## src/rtl/spi_bm_pkg.sv

```systemverilog
package spi_bm_pkg;
   localparam int unsigned REG_CTRL = 0;
   localparam int unsigned REG_BAUD = 1;
   localparam int unsigned REG_STAT = 2;
   localparam int unsigned REG_PINS = 3;
   localparam int unsigned REG_TXD  = 4;
   localparam int unsigned REG_RXD  = 5;

   typedef struct packed {
      logic irq_en;
      logic master;
      logic cpha;
      logic cpol;
      logic sck_en;
   } ctrl_t;

   localparam int unsigned CTRL_W = $bits(ctrl_t);
endpackage

```

## src/rtl/spi_bm_baud.sv

```systemverilog
module spi_bm_baud #(
   parameter int unsigned PRE_W = 8
) (
   input  logic             clk,
   input  logic             rst_n,
   input  logic             restart,
   input  logic             run,
   input  logic [PRE_W-1:0] pre,
   output logic             tick
);
   logic [PRE_W-1:0] cnt_q;
   logic             wrap;

   assign wrap = (cnt_q == pre);
   assign tick = run & wrap & ~restart;

   always_ff @(posedge clk or negedge rst_n) begin
      if (!rst_n)       cnt_q <= '0;
      else if (restart) cnt_q <= '0;
      else if (run)     cnt_q <= wrap ? '0 : cnt_q + 1'b1;
   end
endmodule

```

## src/rtl/spi_bm_shifter.sv

```systemverilog
module spi_bm_shifter #(
   parameter int unsigned DATA_W = 8
) (
   input  logic              clk,
   input  logic              rst_n,
   input  logic              start,
   input  logic [DATA_W-1:0] tx_byte,
   input  logic              cpha,
   input  logic              tick,
   input  logic              miso_i,
   output logic              busy,
   output logic              done,
   output logic              sck_lvl,
   output logic              mosi,
   output logic [DATA_W-1:0] rx_byte
);
   localparam int unsigned EDGES = 2 * DATA_W;
   localparam int unsigned EW    = $clog2(EDGES);
   localparam int unsigned MSB   = DATA_W - 1;

   logic [EW-1:0]     edge_q;
   logic [DATA_W-1:0] txs_q, rxs_q;
   logic              leading, sample_now, drive_now, last_edge;
   logic [DATA_W-1:0] rx_next;

   assign leading    = ~edge_q[0];
   assign sample_now = leading ^ cpha;
   assign last_edge  = (edge_q == EW'(EDGES - 1));
   assign drive_now  = ~sample_now & ~last_edge;
   assign rx_next    = sample_now ? {rxs_q[DATA_W-2:0], miso_i} : rxs_q;
   assign done       = busy & tick & last_edge;

   always_ff @(posedge clk or negedge rst_n) begin
      if (!rst_n) begin
         busy    <= 1'b0;
         edge_q  <= '0;
         sck_lvl <= 1'b0;
         mosi    <= 1'b0;
         txs_q   <= '0;
         rxs_q   <= '0;
         rx_byte <= '0;
      end else if (start) begin
         busy    <= 1'b1;
         edge_q  <= '0;
         sck_lvl <= 1'b0;
         rxs_q   <= '0;
         if (!cpha) begin
            mosi  <= tx_byte[MSB];
            txs_q <= {tx_byte[DATA_W-2:0], 1'b0};
         end else begin
            txs_q <= tx_byte;
         end
      end else if (busy && tick) begin
         sck_lvl <= ~sck_lvl;
         edge_q  <= edge_q + 1'b1;
         if (sample_now) rxs_q <= {rxs_q[DATA_W-2:0], miso_i};
         if (drive_now) begin
            mosi  <= txs_q[MSB];
            txs_q <= {txs_q[DATA_W-2:0], 1'b0};
         end
         if (last_edge) begin
            busy    <= 1'b0;
            rx_byte <= rx_next;
         end
      end
   end
endmodule

```

## src/rtl/spi_byte_master.sv

```systemverilog
module spi_byte_master
   import spi_bm_pkg::*;
#(
   parameter int unsigned DATA_W = 8,
   parameter int unsigned PRE_W  = 8,
   parameter int unsigned ADDR_W = 3
) (
   input  logic              clk,
   input  logic              rst_n,
   input  logic              bus_sel,
   input  logic              bus_wr,
   input  logic [ADDR_W-1:0] bus_addr,
   input  logic [DATA_W-1:0] bus_wdata,
   output logic [DATA_W-1:0] bus_rdata,
   output logic              sck_o,
   output logic              mosi_o,
   input  logic              miso_i,
   output logic              cs_o,
   output logic              irq_o
);
   generate
      if (DATA_W < CTRL_W) begin : g_bad_data
         $error("DATA_W must hold the control fields");
      end
      if (PRE_W > DATA_W || PRE_W < 1) begin : g_bad_pre
         $error("PRE_W must be between 1 and DATA_W");
      end
      if (ADDR_W < 3) begin : g_bad_addr
         $error("ADDR_W must reach six registers");
      end
   endgenerate

   ctrl_t             ctrl_q;
   logic [PRE_W-1:0]  pre_q;
   logic [1:0]        pins_q;
   logic              ready_q, coll_q;
   logic              wr_en, rd_en, tx_wr, stat_rd, rx_rd, start;
   logic              eng_busy, eng_done, eng_tick, sck_lvl;
   logic              sck_en_w, cpol_w;
   logic [DATA_W-1:0] rx_data;

   assign wr_en   = bus_sel & bus_wr;
   assign rd_en   = bus_sel & ~bus_wr;
   assign tx_wr   = wr_en & (bus_addr == ADDR_W'(REG_TXD));
   assign stat_rd = rd_en & (bus_addr == ADDR_W'(REG_STAT));
   assign rx_rd   = rd_en & (bus_addr == ADDR_W'(REG_RXD));
   assign start   = tx_wr & ~eng_busy;
   assign sck_en_w = ctrl_q.sck_en;
   assign cpol_w   = ctrl_q.cpol;

   always_ff @(posedge clk or negedge rst_n) begin
      if (!rst_n) begin
         ctrl_q <= '0;
         pre_q  <= '1;
         pins_q <= '0;
      end else if (wr_en) begin
         case (bus_addr)
            ADDR_W'(REG_CTRL): ctrl_q <= bus_wdata[CTRL_W-1:0];
            ADDR_W'(REG_BAUD): pre_q  <= bus_wdata[PRE_W-1:0];
            ADDR_W'(REG_PINS): pins_q <= bus_wdata[1:0];
            default: ;
         endcase
      end
   end

   always_ff @(posedge clk or negedge rst_n) begin
      if (!rst_n) begin
         ready_q <= 1'b0;
         coll_q  <= 1'b0;
      end else begin
         if (tx_wr || rx_rd) ready_q <= 1'b0;
         if (eng_done)       ready_q <= 1'b1;
         if (stat_rd)        coll_q  <= 1'b0;
         if (tx_wr && eng_busy) coll_q <= 1'b1;
      end
   end

   spi_bm_baud #(.PRE_W(PRE_W)) u_baud (
      .clk     (clk),
      .rst_n   (rst_n),
      .restart (start),
      .run     (eng_busy & sck_en_w),
      .pre     (pre_q),
      .tick    (eng_tick)
   );

   spi_bm_shifter #(.DATA_W(DATA_W)) u_shift (
      .clk     (clk),
      .rst_n   (rst_n),
      .start   (start),
      .tx_byte (bus_wdata),
      .cpha    (ctrl_q.cpha),
      .tick    (eng_tick),
      .miso_i  (miso_i),
      .busy    (eng_busy),
      .done    (eng_done),
      .sck_lvl (sck_lvl),
      .mosi    (mosi_o),
      .rx_byte (rx_data)
   );

   assign sck_o = cpol_w ^ sck_lvl;
   assign cs_o  = pins_q[0] ? pins_q[1] : ~pins_q[1];
   assign irq_o = ready_q & ctrl_q.irq_en;

   always_comb begin
      bus_rdata = '0;
      case (bus_addr)
         ADDR_W'(REG_CTRL): bus_rdata[CTRL_W-1:0] = ctrl_q;
         ADDR_W'(REG_BAUD): bus_rdata[PRE_W-1:0]  = pre_q;
         ADDR_W'(REG_STAT): bus_rdata[1:0]        = {coll_q, ready_q};
         ADDR_W'(REG_PINS): bus_rdata[1:0]        = pins_q;
         ADDR_W'(REG_RXD):  bus_rdata             = rx_data;
         default:           bus_rdata             = '0;
      endcase
   end
endmodule

```

## config.mk

```make
export PLATFORM = sky130hd
export DESIGN_NAME = spi_byte_master
export DESIGN_NICKNAME = d
export VERILOG_FILES = /design/src/rtl/spi_bm_pkg.sv /design/src/rtl/spi_bm_baud.sv /design/src/rtl/spi_bm_shifter.sv /design/src/rtl/spi_byte_master.sv
export SDC_FILE = /design/constraint.sdc
export NUM_CORES = 1
export LEC_CHECK = 0
export BUFFER_PORTS_ARGS = -buffer_cell sky130_fd_sc_hd__buf_2
export CORE_AREA = 4 4 115 117
export CTS_CLUSTER_SIZE = 12
export DETAILED_ROUTE_END_ITERATION = 8
export DIE_AREA = 0 0 119 121
export GPL_TIMING_DRIVEN = 0
export HOLD_SLACK_MARGIN = 0.03
export PLACE_DENSITY = 0.42
export SKIP_LAST_GASP = 1
export SLEW_MARGIN = 25
export SYNTH_ARGS = -nofsm -noshare
export SYNTH_HDL_FRONTEND = slang
export SYNTH_HIERARCHICAL = 1
export SYNTH_SLANG_ARGS = --single-unit
```

## constraint.sdc

```tcl
create_clock -name clk -period 2.69 [get_ports clk]
set_clock_uncertainty 0.1 [all_clocks]
set_input_delay 0.538 -clock clk [delete_from_list [all_inputs] [get_ports clk]]
set_output_delay 0.538 -clock clk [all_outputs]
set_load 0.05 [all_outputs]
```

==> metrics.txt <==
combinational share of power 0.325; synthesized instance count 310; I/O pin count 28; Mapped Area between 0.003 and 0.004 mm2; drt total wl approximately 8.3 mm; wire per inst approximately 16 um; max-capacitance violation count 0; number of DRC markers in iteration 0 approximately 160; total gr overflow 0; CP Launch Type input pin; Yosys top cell by area dfrtp_1; Tmin final between 2000 and 2500 ps; final hold vios 0; Internal Power 1.757 mW; port bufs 26; power density cells about 770 mW/mm2; num rows 41; Sequential Area 0.001411 mm2; Num CTS Buffers 5; CTS tree done; Post-synth ARST share 1.000; Tot Pwr ~2.8 mW; die area between 0.01 and 0.015 mm2; Syn Nets approximately 330; Synth Register Bits 56; DPL Wire Length between 6 and 7 mm; P&R area growth vs syn 16.73%; Switching Fraction 0.3739; Clk pwr share 0.242; RSZ-0062 raised after global routing false; DR pass1 iterations 6; root buf cell clkbuf_16; Core ar. around 0.012 mm2; worst vdd ir around 0.31 mV; commonest cells after routing, fill and taps aside 48 x dfrtp_1, 37 x buf_2, 24 x a31oi_1; layout cell share with drive strength beyond 1 0.2478; Max Freq 404.6 MHz; Setup Viol. Count Final 0; fin util 0.2952; dpl cells 508; Layout Cells excl Fill ~520; area occupied by multi-input gates 0.001603 mm2; leading cell type in the layout, fill and taps excluded dfrtp_1; worst-margin pin slew about 760 ps; crit path kind input pin to register; Hold Slack ~180 ps; Synth area leaders dfrtp_1 38%, dfstp_2 6.7%, a31oi_1 4.8%, xnor2_1 3.6%, mux2_2 3.6%; first-pass GRT wire length 13.66 mm; Final Max Tran Viols 0; crit-path max FO 12; largest net degree at the start of global routing 57; H-tree depth 2; gp weighted congestion between 0.7 and 0.8; Final ANT Viol Nets 0; clk buf depth 2; initial antenna violation count 0; filler instances around 1.3k; sequential power share 0.434; crit path DAT 2520 ps; Die Width around 120 um; capturing element type of the critical path register; Leak Pwr approximately 1.5 nW; Ant. Diodes 0; clk sinks 56; cts hold-fix bufs 0; vias in the first global route ~2.5k; vias 2462; Worst Path Required between 2000 and 3000 ps; Hold Path Class input pin to async pin; Starting Density 0.2529; Seq/Total Area, Yosys 0.4514; Avg Inst Size Synth just over 10 um2; vias per std cell 4.781; Top FF cell, synth dfrtp_1; area share of the largest cell type after synthesis 0.3842; DRC Markers 0; GRT Total Usage 0.1192; Clk pin slew, worst setup/hold paths about 80 ps; nets 360; Slew Limit Headroom 0.4907; Final period util 0.9187; synth unique cells 47; Net Sw Power ~1.0 mW; worst skew pair latency 290 ps; status completed; Warnings, synthesis 6; EDFF count, synth 0; Die H roughly 120 um
-- cell type report --
cell class,instances,share of cell area
plain buffers,24,0.03497
clock buffers,6,0.03805
clock inverters,2,0.002743
inverters,3,0.003085
multi-input cells,226,0.4392
flip-flops and latches,56,0.3867
well taps,172,0.05896
repair buffers,26,0.03634
-- path summary, 6_finish.rpt --
kind                              from            endpoint  slack, ps  depth (start not counted)
setup reg to reg              pre_q[7]    u_shift/txs_q[6]        220                          8
hold / removal                   rst_n           pins_q[1]        180                          1
min in group clk                miso_i    u_shift/rxs_q[0]        410                          3
setup / recovery           bus_addr[1]  u_shift/rx_byte[6]        220                         10
hold reg to reg                 coll_q              coll_q        410                          1
max in group asynchronous        rst_n   u_shift/edge_q[1]       1760                          1
-- cells by family after synthesis --
logic type	count (synthesis)	share of synthesized area
flip-flops	56	0.4514
multiplexers	25	0.09204
AO/OA/AOI/OAI	78	0.1633
adder cells (fa/ha/maj)	2	0.008002
AND/OR/NAND/NOR	99	0.1741
XOR/XNOR	22	0.06643
buffers and inverters	28	0.04482
-- critical path, stage by stage --
cell and delay [ps]:
buf_2 200, nand2b_1 250, nor3_4 360, buf_2 310, nor3_4 90, and2_1 140
buf_2 170, buf_2 200, a31oi_1 200, a31oi_1 60
-- routing by layer --
metal	wire (um)	vias up	track usage	part of all wire
met4	54	0	0.02172	0.0065
met5	0	-	0	0
met3	216	5	0.02005	0.026
met2	4138	38	0.2028	0.50
met1	3935	1221	0.1610	0.47
li1	-	1198	-	-
-- flip-flops by register name, summed over array words and instances (netlist names) --
name             cells
sck_en_w             1
pre_q                8
u_shift/rxs_q        8
pins_q               2
u_shift/edge_q       4
u_shift/mosi         1
cpol_w               1
u_shift/txs_q        8
ctrl_q               3
u_shift/rx_byte      8
coll_q               1
u_shift/busy         1
ready_q              1
u_baud/cnt_q         8
u_shift/sck_lvl      1
-- Yosys cell counts, types with 5 or more instances --
library cell	n
dfrtp_1	48
a31oi_1	24
nand2_1	21
nand3_1	16
buf_2	13
nor2_1	13
xnor2_1	13
nand4_1	11
a21oi_1	10
mux2_2	10
mux2i_1	10
nor3_1	10
clkbuf_1	9
o21ai_1	9
o31ai_1	9
a211oi_1	8
dfstp_2	8
nor2b_1	8
xor2_1	7
and3_1	5
mux2_4	5
o21ai_0	5
-- stage by stage --
stage	TNS [ps]	worst slack, ps	cell area [um2]
2_1_floorplan	0	112.4	3127
3_3_place_gp	-21700	-752.5	3472
3_5_place_dp	-22010	-762.6	3475
4_1_cts	0	25.71	3649
5_1_grt	0	12.97	3650
6_report	0	218.6	3650
-- timing repair --
item,4_1_cts,5_1_grt
hold endpoints to repair,0,0
setup endpoints to repair,32,27
resized for setup,7,1
buffers inserted,0,0
-- power by group through the flow --
stage | registers [mW] | clock network (mW) | logic [mW]
after floorplan | 1.20 | 0 | 0.679
after global placement | 1.24 | 0 | 0.910
after detailed placement | 1.23 | 0 | 0.912
after CTS | 1.22 | 0.694 | 0.918
after global routing | 1.24 | 0.727 | 0.993
final | 1.22 | 0.678 | 0.910
Note: power is estimated with default switching activity, not from simulation.
